--- config.mk ---
export PLATFORM = sky130hd
export DESIGN_NAME = capcomp_timer
export DESIGN_NICKNAME = d
export VERILOG_FILES = /design/src/rtl/capcomp_pkg.sv /design/src/rtl/cc_counter.sv /design/src/rtl/cc_channel.sv /design/src/rtl/cc_flags.sv /design/src/rtl/capcomp_timer.sv
export SDC_FILE = /design/constraint.sdc
export NUM_CORES = 1
export LEC_CHECK = 0
export ABC_AREA = 1
export BUFFER_PORTS_ARGS = -buffer_cell sky130_fd_sc_hd__buf_2
export CAP_MARGIN = 0
export CORE_MARGIN = 2
export CORE_UTILIZATION = 36
export CTS_BUF_LIST = sky130_fd_sc_hd__clkbuf_4 sky130_fd_sc_hd__clkbuf_8
export CTS_CLUSTER_DIAMETER = 60
export DETAILED_ROUTE_END_ITERATION = 10
export SLEW_MARGIN = 5
export SYNTH_ARGS = -nofsm -noshare
export SYNTH_HDL_FRONTEND = slang
export SYNTH_SLANG_ARGS = --single-unit
--- constraint.sdc ---
create_clock -name clk -period 1.49 [get_ports clk]
set_input_delay 0.298 -clock clk [delete_from_list [all_inputs] [get_ports clk]]
set_output_delay 0.298 -clock clk [all_outputs]
set_load 0.02 [all_outputs]
--- src/rtl/capcomp_pkg.sv ---
package capcomp_pkg;

  typedef enum logic [1:0] {
    ACT_KEEP = 2'b00,
    ACT_LOW  = 2'b01,
    ACT_HIGH = 2'b10,
    ACT_FLIP = 2'b11
  } act_e;

  typedef enum logic [1:0] {
    EDG_NONE = 2'b00,
    EDG_RISE = 2'b01,
    EDG_FALL = 2'b10,
    EDG_BOTH = 2'b11
  } edge_e;

  // bit 5 trigger source, bits 4:3 edge, bits 2:1 action, bit 0 capture mode
  typedef struct packed {
    logic  trig_sel;
    edge_e edg;
    act_e  act;
    logic  cap_mode;
  } chan_cfg_t;

  localparam int CFG_W = $bits(chan_cfg_t);

  localparam logic [1:0] REG_GLOBAL = 2'b00;
  localparam logic [1:0] REG_CFG    = 2'b01;
  localparam logic [1:0] REG_GR     = 2'b10;

  // global index inside REG_GLOBAL
  localparam int G_COUNT  = 0;
  localparam int G_CTRL   = 1;
  localparam int G_STATUS = 2;
  localparam int G_IEN    = 3;

  function automatic logic edge_hit(edge_e sel, logic cur, logic prev);
    logic hit;
    case (sel)
      EDG_RISE: hit = cur & ~prev;
      EDG_FALL: hit = ~cur & prev;
      EDG_BOTH: hit = cur ^ prev;
      default:  hit = 1'b0;
    endcase
    return hit;
  endfunction

  function automatic logic next_out(act_e a, logic cur);
    logic nxt;
    case (a)
      ACT_LOW:  nxt = 1'b0;
      ACT_HIGH: nxt = 1'b1;
      ACT_FLIP: nxt = ~cur;
      default:  nxt = cur;
    endcase
    return nxt;
  endfunction

endpackage

--- src/rtl/cc_counter.sv ---
module cc_counter #(
  parameter int W = 16
) (
  input  logic         clk,
  input  logic         rst_n,
  input  logic         run,
  input  logic         wr_en,
  input  logic [W-1:0] wr_val,
  output logic [W-1:0] cnt,
  output logic         wrap
);
  localparam logic [W-1:0] TOP = '1;

  // a host load overrides the wrap of the same edge
  assign wrap = run && !wr_en && (cnt == TOP);

  always_ff @(posedge clk or negedge rst_n) begin
    if (!rst_n)     cnt <= '0;
    else if (wr_en) cnt <= wr_val;
    else if (run)   cnt <= cnt + 1'b1;
  end
endmodule

--- src/rtl/cc_channel.sv ---
module cc_channel
  import capcomp_pkg::*;
#(
  parameter int W    = 16,
  parameter int SYNC = 2
) (
  input  logic         clk,
  input  logic         rst_n,
  input  chan_cfg_t    cfg,
  input  logic [W-1:0] cnt,
  input  logic         run,
  input  logic         pin,
  input  logic         ext_trig,
  input  logic         wr_en,
  input  logic [W-1:0] wr_val,
  output logic [W-1:0] gr,
  output logic         out_pin,
  output logic         cap_evt,
  output logic         match_evt
);
  // shr[SYNC-1] is the synchronized level, shr[SYNC] the previous one
  logic [SYNC:0] shr;
  logic          pin_cur;
  logic          pin_prev;
  logic          pin_edge;

  always_ff @(posedge clk or negedge rst_n) begin
    if (!rst_n) shr <= '0;
    else        shr <= {shr[SYNC-1:0], pin};
  end

  assign pin_cur   = shr[SYNC-1];
  assign pin_prev  = shr[SYNC];
  assign pin_edge  = edge_hit(cfg.edg, pin_cur, pin_prev);
  assign cap_evt   = cfg.cap_mode && (cfg.trig_sel ? ext_trig : pin_edge);
  assign match_evt = !cfg.cap_mode && run && (cnt == gr);

  // capture beats a host write on the same edge
  always_ff @(posedge clk or negedge rst_n) begin
    if (!rst_n)       gr <= '0;
    else if (cap_evt) gr <= cnt;
    else if (wr_en)   gr <= wr_val;
  end

  always_ff @(posedge clk or negedge rst_n) begin
    if (!rst_n)         out_pin <= 1'b0;
    else if (match_evt) out_pin <= next_out(cfg.act, out_pin);
  end
endmodule

--- src/rtl/cc_flags.sv ---
module cc_flags #(
  parameter int NF = 5
) (
  input  logic          clk,
  input  logic          rst_n,
  input  logic [NF-1:0] set_evt,
  input  logic          clr_wr,
  input  logic [NF-1:0] clr_mask,
  input  logic          en_wr,
  input  logic [NF-1:0] en_val,
  output logic [NF-1:0] status,
  output logic [NF-1:0] enable,
  output logic          irq
);
  logic [NF-1:0] clr_now;

  assign clr_now = clr_wr ? clr_mask : '0;

  always_ff @(posedge clk or negedge rst_n) begin
    if (!rst_n) status <= '0;
    else        status <= (status & ~clr_now) | set_evt;
  end

  always_ff @(posedge clk or negedge rst_n) begin
    if (!rst_n)     enable <= '0;
    else if (en_wr) enable <= en_val;
  end

  assign irq = |(status & enable);
endmodule

--- src/rtl/capcomp_timer.sv ---
module capcomp_timer
  import capcomp_pkg::*;
#(
  parameter int NREG = 4,
  parameter int W    = 16,
  parameter int SYNC = 2,
  localparam int IW  = (NREG <= 4) ? 2 : $clog2(NREG),
  localparam int AW  = IW + 2
) (
  input  logic            clk,
  input  logic            rst_n,
  input  logic [AW-1:0]   bus_addr,
  input  logic            bus_we,
  input  logic [W-1:0]    bus_wdata,
  output logic [W-1:0]    bus_rdata,
  input  logic [NREG-1:0] cap_pin,
  input  logic            ext_trig,
  output logic [NREG-1:0] cmp_out,
  output logic            irq
);
  localparam int NF = NREG + 1;

  logic [1:0]               region;
  logic [IW-1:0]            idx;
  logic                     cnt_wr;
  logic                     ctrl_wr;
  logic                     stat_wr;
  logic                     ien_wr;
  logic [NREG-1:0]          cfg_wr;
  logic [NREG-1:0]          gr_wr;
  logic                     run_q;
  logic [W-1:0]             cnt_q;
  logic                     wrap_evt;
  logic [NREG-1:0]          cap_evt;
  logic [NREG-1:0]          match_evt;
  logic [NREG-1:0][W-1:0]   gr_all;
  logic [NF-1:0]            status_q;
  logic [NF-1:0]            enable_q;
  chan_cfg_t                cfg_q [NREG];

  assign region = bus_addr[AW-1:IW];
  assign idx    = bus_addr[IW-1:0];

  assign cnt_wr  = bus_we && (region == REG_GLOBAL) && (idx == IW'(G_COUNT));
  assign ctrl_wr = bus_we && (region == REG_GLOBAL) && (idx == IW'(G_CTRL));
  assign stat_wr = bus_we && (region == REG_GLOBAL) && (idx == IW'(G_STATUS));
  assign ien_wr  = bus_we && (region == REG_GLOBAL) && (idx == IW'(G_IEN));

  always_comb begin
    for (int i = 0; i < NREG; i++) begin
      cfg_wr[i] = bus_we && (region == REG_CFG) && (idx == IW'(i));
      gr_wr[i]  = bus_we && (region == REG_GR)  && (idx == IW'(i));
    end
  end

  always_ff @(posedge clk or negedge rst_n) begin
    if (!rst_n)       run_q <= 1'b0;
    else if (ctrl_wr) run_q <= bus_wdata[0];
  end

  always_ff @(posedge clk or negedge rst_n) begin
    if (!rst_n) begin
      for (int i = 0; i < NREG; i++) cfg_q[i] <= '0;
    end else begin
      for (int i = 0; i < NREG; i++)
        if (cfg_wr[i]) cfg_q[i] <= chan_cfg_t'(bus_wdata[CFG_W-1:0]);
    end
  end

  cc_counter #(.W(W)) u_cnt (
    .clk    (clk),
    .rst_n  (rst_n),
    .run    (run_q),
    .wr_en  (cnt_wr),
    .wr_val (bus_wdata),
    .cnt    (cnt_q),
    .wrap   (wrap_evt)
  );

  for (genvar g = 0; g < NREG; g++) begin : g_chan
    cc_channel #(.W(W), .SYNC(SYNC)) u_ch (
      .clk       (clk),
      .rst_n     (rst_n),
      .cfg       (cfg_q[g]),
      .cnt       (cnt_q),
      .run       (run_q),
      .pin       (cap_pin[g]),
      .ext_trig  (ext_trig),
      .wr_en     (gr_wr[g]),
      .wr_val    (bus_wdata),
      .gr        (gr_all[g]),
      .out_pin   (cmp_out[g]),
      .cap_evt   (cap_evt[g]),
      .match_evt (match_evt[g])
    );
  end

  cc_flags #(.NF(NF)) u_flags (
    .clk      (clk),
    .rst_n    (rst_n),
    .set_evt  ({wrap_evt, cap_evt | match_evt}),
    .clr_wr   (stat_wr),
    .clr_mask (bus_wdata[NF-1:0]),
    .en_wr    (ien_wr),
    .en_val   (bus_wdata[NF-1:0]),
    .status   (status_q),
    .enable   (enable_q),
    .irq      (irq)
  );

  always_comb begin
    bus_rdata = '0;
    case (region)
      REG_GLOBAL: begin
        if (idx == IW'(G_COUNT))       bus_rdata = cnt_q;
        else if (idx == IW'(G_CTRL))   bus_rdata[0] = run_q;
        else if (idx == IW'(G_STATUS)) bus_rdata[NF-1:0] = status_q;
        else if (idx == IW'(G_IEN))    bus_rdata[NF-1:0] = enable_q;
      end
      REG_CFG: begin
        for (int i = 0; i < NREG; i++)
          if (idx == IW'(i)) bus_rdata[CFG_W-1:0] = cfg_q[i];
      end
      REG_GR: begin
        for (int i = 0; i < NREG; i++)
          if (idx == IW'(i)) bus_rdata = gr_all[i];
      end
      default: bus_rdata = '0;
    endcase
  end
endmodule

==> flow_summary.yaml, run 1 <==
setup_path:
  worstSetupStartpointType: "register"
  r2r_cells: 10
  path_delay_family: "compound AO/OA/AOI/OAI gates"
  crit_slowest_cell: "dfrtp_1"
  cp.arrival_ns: 1.64
  critPathMaxFanout: 3
  path_depth: 5
  cp.required_ns: 1.19
  cp-end-kind: "output port"
  worst-path-buf-inv: 2
  path_cells: "inv_1, o22ai_2, a21oi_2, o211ai_1, buf_4"
  max_stage_delay_ns: 0.38
  crit_type: "register to output port"
  reg2reg_to: "g_chan[2].u_ch.gr[2]"
  timing.critical_path.to: "bus_rdata[1]"
  critPathLaunch: "g_chan[1].u_ch.gr[1]"
  reg2reg_slack_ns: -0.30
  r2r-start: "g_chan[2].u_ch.shr[1]"
clocking:
  cts_root_buf: "clkbuf_8"
  path_clk_slew_ns: 0.09
  clk_latency_ns: 0.49
  numCtsBuffers: 17
  cts_max_path_buffers: 2
  h-tree-depth: 4
  cts.sinks: 131
  cts_tree: "built"
sta:
  worstMarginPinSlew_ns: 0.561
  maxSlewHeadroom: 0.625
  fin_setup_tns_ns: -21.96
  final_max_slew_viol_count: 0
  min_period_ns: 1.93
  hold_violations: 0
  rsz0062_at_grt: "yes"
  worst_slack_ns: -0.445
  finalSetupViolCount: 103
  fin_skew_ns: 0.0186
  fin_crit_sh: 1.30
  max_freq_mhz: 517
worst_hold_path:
  hold_class: "input port to register"
synth:
  synth_edf_count: 0
  ys_seq_area_frac: 0.394
  synthTopCellsByCount: "nand2_1 (265), nand3_1 (158), dfrtp_1 (131), inv_1 (106), o21ai_0 (87)"
  netlist_top_cells_area: "dfrtp_1 (39%), nand2_1 (12%), nand3_1 (9.5%)"
  synth_top_area_share: 0.394
  synthFlopType: "dfrtp_1"
  ys_seq_elements: 131
  synthCells: 1130
  syn_area_mm2: 0.00831
  synth_top_area_cell: "dfrtp_1"
  synth_cell_type_count: 36
  synth_most_common_cell: "nand2_1"
  async_reset_ff_frac: 1.00
  synthesis.nets: 1167
  yosysWarnings: 0
  avgSynthCellArea_um2: 7.36
cells_and_area:
  multi_input_area_mm2: 0.00542
  fill_cells: 1938
  layout.area.seq_mm2: 0.00330
  areaGrowthSynthToFinish_pct: 62.3
  drive_gt1_frac: 0.483
  num_antenna_cells: 0
  nets: 1455
  final_area_mm2: 0.0135
  final_util: 0.596
grt:
  grt_pass1_vias: 9288
  grt.overflow.total: 0
  grt_antenna_before_repair: 0
  grt_pass1_wl_um: 59400
  grt_max_degree: 49
  groute.usage.overall: 0.335
detailed_routing:
  vias: 9967
  drt_iter0_drc: 1112
  viasPerCell: 5.81
  drcViolationCount: 0
  antenna_left: 0
  routed_wl_um: 42300
  avgRoutedWirePerCell_um: 24.7
  dr.pass1.iters: 7
floorplan:
  coreArea_mm2: 0.0226
  dieWidth_um: 156
  io-pin-count: 49
  die_area_mm2: 0.0243
  rows: 55
  start_util: 0.367
  fp.dieH_um: 156
pwr:
  p_leak_uw: 0.00608
  vdd_ir_drop_max_v: 0.000809
  power_density_mw_per_mm2: 1800
status:
  failed_checks: "negative setup slack"
  outcome: "finished with violations"
place:
  io_buffers: 48
  gp_congestion: 1.01
  dpl_cell_area_mm2: 0.0102
  hpwl_um: 25700
  dp_slack_ns: -0.357
flow_run:
  drv_cap: 0
-- sequential cells by signal, indices dropped and copies added, names as in the netlist --
name and cells:
g_chan.u_ch.shr 12, u_cnt.cnt 16, u_flags.status 5, u_flags.enable 5
g_chan.u_ch.gr 64, run_q 1, cfg_q 24, g_chan.u_ch.out_pin 4
-- worst min path at each step --
| stage | from | to | slack (ns) | cells after the start |
|---|---|---|---|---|
| after detailed placement | rst_n | g_chan[1].u_ch.shr[1] | 0.18 | 1 |
| after floorplan | rst_n | cfg_q[0] | 0.002 | 0 |
| after global placement | rst_n | g_chan[1].u_ch.shr[2] | 0.17 | 1 |
| after global routing | bus_wdata[13] | u_cnt.cnt[13] | 0.14 | 3 |
| after CTS | bus_wdata[13] | u_cnt.cnt[13] | 0.14 | 3 |
| final | bus_wdata[13] | u_cnt.cnt[13] | 0.15 | 3 |
-- stage by stage --
step / instances / total power, uW / hold WS (ns)
3_3_place_gp: 1570 / 15100 / 0.174
3_5_place_dp: 1570 / 15200 / 0.177
2_1_floorplan: 1130 / 10900 / 0.00241
4_1_cts: 1684 / 21800 / 0.138
6_report: 1716 / 24300 / 0.149
5_1_grt: 1716 / 25200 / 0.142
-- routing by layer --
metal  GRT usage  part of all wire  vias to the layer above
met2       0.519              0.44                      569
li1            -                 -                     4384
met5           0                 0                        -
met1       0.435              0.39                     4822
met3      0.0650             0.093                      192
met4       0.199             0.077                        0
-- where the power goes --
| group | internal, uW | switching (uW) |
|---|---|---|
| sequential | 4780 | 1450 |
| clock | 1890 | 1700 |
| combinational | 6620 | 7840 |
-- worst min-delay path, delay by kind of cell --
| family | cells | cell delay (ns) |
|---|---|---|
| AND/OR/NAND/NOR | 2 | 0.15 |
| buffers and inverters | 1 | 0.15 |
-- kinds of logic after synthesis --
logic type	after synthesis	share of synthesized area
buffers and inverters	200	0.112
adder cells (fa/ha/maj)	9	0.0135
XOR/XNOR	17	0.0179
flip-flops	131	0.394
AO/OA/AOI/OAI	234	0.176
AND/OR/NAND/NOR	539	0.286
-- layout by cell type (no fill, tap or decap), drive strengths merged --
cell type	count
a21boi	1
a21oi	28
a221oi	1
a31oi	1
buf	332
bufinv	4
clkbuf	24
clkinv	7
clkinvlp	3
dfrtp	131
dlygate4sd3	5
ha	9
inv	126
nand2	274
nand3	158
nand4	12
nor2	82
nor3	9
nor4	1
o211ai	78
o21ai	98
o21bai	1
o221ai	11
o22ai	15
or2	3
xnor2	1
xor2	16
-- layout make-up --
| type | instances | share of cell area |
|---|---|---|
| Clock buffer | 18 | 0.0184 |
| Multi-Input combinational cell | 799 | 0.402 |
| Inverter | 126 | 0.0372 |
| Timing Repair Buffer | 343 | 0.257 |
| Sequential cell | 131 | 0.244 |
| Tap cell | 285 | 0.0264 |
| Clock inverter | 14 | 0.0149 |
-- repair_timing --
| action | 4_1_cts | 5_1_grt |
|---|---|---|
| hold buffers | 5 | 0 |
| cloned | 20 | 8 |
| buffers inserted | 59 | 31 |
| resized for setup | 233 | 191 |
| setup endpoints to repair | 98 | 103 |
| hold endpoints to repair | 90 | 0 |
| pin swaps | 85 | 115 |
Note: power is estimated with default switching activity, not from simulation.
==> inputs of run 2 (changes only) <==
Settings changed: SKIP_LAST_GASP set to 1.
==> run 2 against run 1 <==
Against the previous run:
- the run still ends with negative setup slack left
- highest routed layer unchanged
- sequential share of layout area rose by 0.29 points
- largest cell class unchanged
- first-iteration DRC count rose by 7.6%
- clock skew barely moved
- critical path depth did not move
==> flow_summary.yaml, run 2 (synthesized netlist as in run 1, its figures left out) <==
status:
  outcome: "finished with violations"
  failed_checks: "negative setup slack"
cells_and_area:
  top_register: "g_chan.u_ch.gr"
  final_area_mm2: 0.0133
  layout_commonest_cell: "nand2_1"
  num_antenna_cells: 0
  areaGrowthSynthToFinish_pct: 60.2
  final_cell_mix: "nand2_1 (246), buf_4 (211), nand3_2 (121), dfrtp_1 (119), inv_1 (90)"
  largest_reg_flops: 64
  layout.cells.non_filler: 1709
  top_regs: "g_chan.u_ch.gr (64), cfg_q (24), u_cnt.cnt (16)"
  fill_cells: 1949
  nets: 1448
  drive_gt1_frac: 0.459
  final_util: 0.588
clocking:
  cts_max_path_buffers: 2
  path_clk_slew_ns: 0.09
  clk_latency_ns: 0.48
  cts_root_buf: "clkbuf_8"
  h-tree-depth: 4
  cts_tree: "built"
  numCtsBuffers: 17
  cts.sinks: 131
sta:
  min_period_ns: 1.96
  max_freq_mhz: 510
  worst_slack_ns: -0.469
  fin_crit_sh: 1.31
  hold_violations: 0
  final_max_slew_viol_count: 0
  worstMarginPinSlew_ns: 0.580
  maxSlewHeadroom: 0.613
  rsz0062_at_grt: "yes"
  finalSetupViolCount: 102
  fin_setup_tns_ns: -22.62
  fin_skew_ns: 0.0184
detailed_routing:
  drt_iter0_drc: 1196
  routed_wl_um: 42000
  dr.pass1.iters: 6
  viasPerCell: 5.80
  avgRoutedWirePerCell_um: 24.6
  antenna_left: 0
  vias: 9907
  drcViolationCount: 0
grt:
  grt_pass1_vias: 9244
  grt_antenna_before_repair: 0
  grt_pass1_wl_um: 59200
  groute.usage.overall: 0.334
  grt_max_degree: 49
  grt.overflow.total: 0
setup_path:
  crit_type: "register to output port"
  worstSetupStartpointType: "register"
  r2r_cells: 10
  critPathMaxFanout: 2
  cp.required_ns: 1.19
  reg2reg_slack_ns: -0.34
  reg2reg_to: "g_chan[2].u_ch.gr[1]"
  cp.arrival_ns: 1.66
  cp-end-kind: "output port"
  r2r-start: "g_chan[2].u_ch.shr[1]"
floorplan:
  io-pin-count: 49
  dieWidth_um: 156
  coreArea_mm2: 0.0226
  fp.dieH_um: 156
  rows: 55
  start_util: 0.367
  die_area_mm2: 0.0243
place:
  hpwl_um: 25700
  dpl_cell_area_mm2: 0.0102
  io_buffers: 48
  dp_cells: 1570
  gp_congestion: 1.01
flow_run:
  drv_cap: 0
worst_hold_path:
  min_to: "u_cnt.cnt[13]"
  min-delay-start: "bus_wdata[13]"
  hold_depth: 3
  hold_class: "input port to register"
pwr:
  p_leak_uw: 0.00602
  power_density_mw_per_mm2: 1790
  vdd_ir_drop_max_v: 0.000803
-- run 2: cell types whose count changed in the layout (fill, tap and decap cells not counted), sizes merged --
| cell | before | now |
|---|---|---|
| inv | 126 | 125 |
| clkbuf | 24 | 23 |
| buf | 332 | 326 |
| clkinv | 7 | 8 |
-- run 2: worst max path at each step --
stage / start / endpoint / cells after the start
after floorplan: bus_addr[0] / bus_rdata[1] / 7
after global placement: bus_addr[0] / bus_rdata[0] / 8
after detailed placement: bus_addr[0] / bus_rdata[0] / 9
after CTS: g_chan[2].u_ch.gr[15] / bus_rdata[15] / 6
after global routing: g_chan[0].u_ch.gr[5] / bus_rdata[5] / 7
final: g_chan[2].u_ch.gr[7] / bus_rdata[7] / 5
-- run 2: cell type report --
class                   instances  area [um2]  share of cell area
inverters                     126         494              0.0371
clock inverters                14         201              0.0151
multi-input cells             799        5330               0.400
well taps                     285         357              0.0268
clock buffers                  18         248              0.0186
repair buffers                336        3400               0.255
flip-flops and latches        131        3290               0.247
-- run 2: repair_timing --
item / in CTS / in global routing
setup endpoints to repair: 98 / 103
setup buffers: 59 / 24
pin swaps: 83 / 109
cloned: 20 / 8
resized for setup: 217 / 161
hold endpoints to repair: 90 / 0
hold buffers: 5 / 0
-- run 2: metal layers --
layer  vias up  GRT usage  routed length, um
met5         -          0                  0
met1      4747      0.436              16500
met3       181     0.0594               3860
li1       4373          -                  -
met2       606      0.522              18600
met4         0      0.192               3040
-- run 2: stage by stage --
step	power, uW	hold slack [ns]	worst slack (ns)
after floorplan	10900	0.00241	-0.0447
after global placement	15100	0.174	-0.363
after detailed placement	15200	0.177	-0.357
after CTS	21700	0.138	-0.421
after global routing	24800	0.142	-0.468
final	23800	0.147	-0.469
-- run 2: power by group --
group	switching [uW]	leakage [uW]	internal, uW
logic	7640	0.00419	6410
registers	1400	0.00161	4770
clock network	1690	0.000221	1890
total	10700	0.00602	13100
-- run 2: critical path: stages (launching register included) --
cell and delay, ns:
dfrtp_1 0.40, o21ai_1 0.20, o21ai_1 0.12, a21oi_2 0.23
o22ai_4 0.10, buf_6 0.14
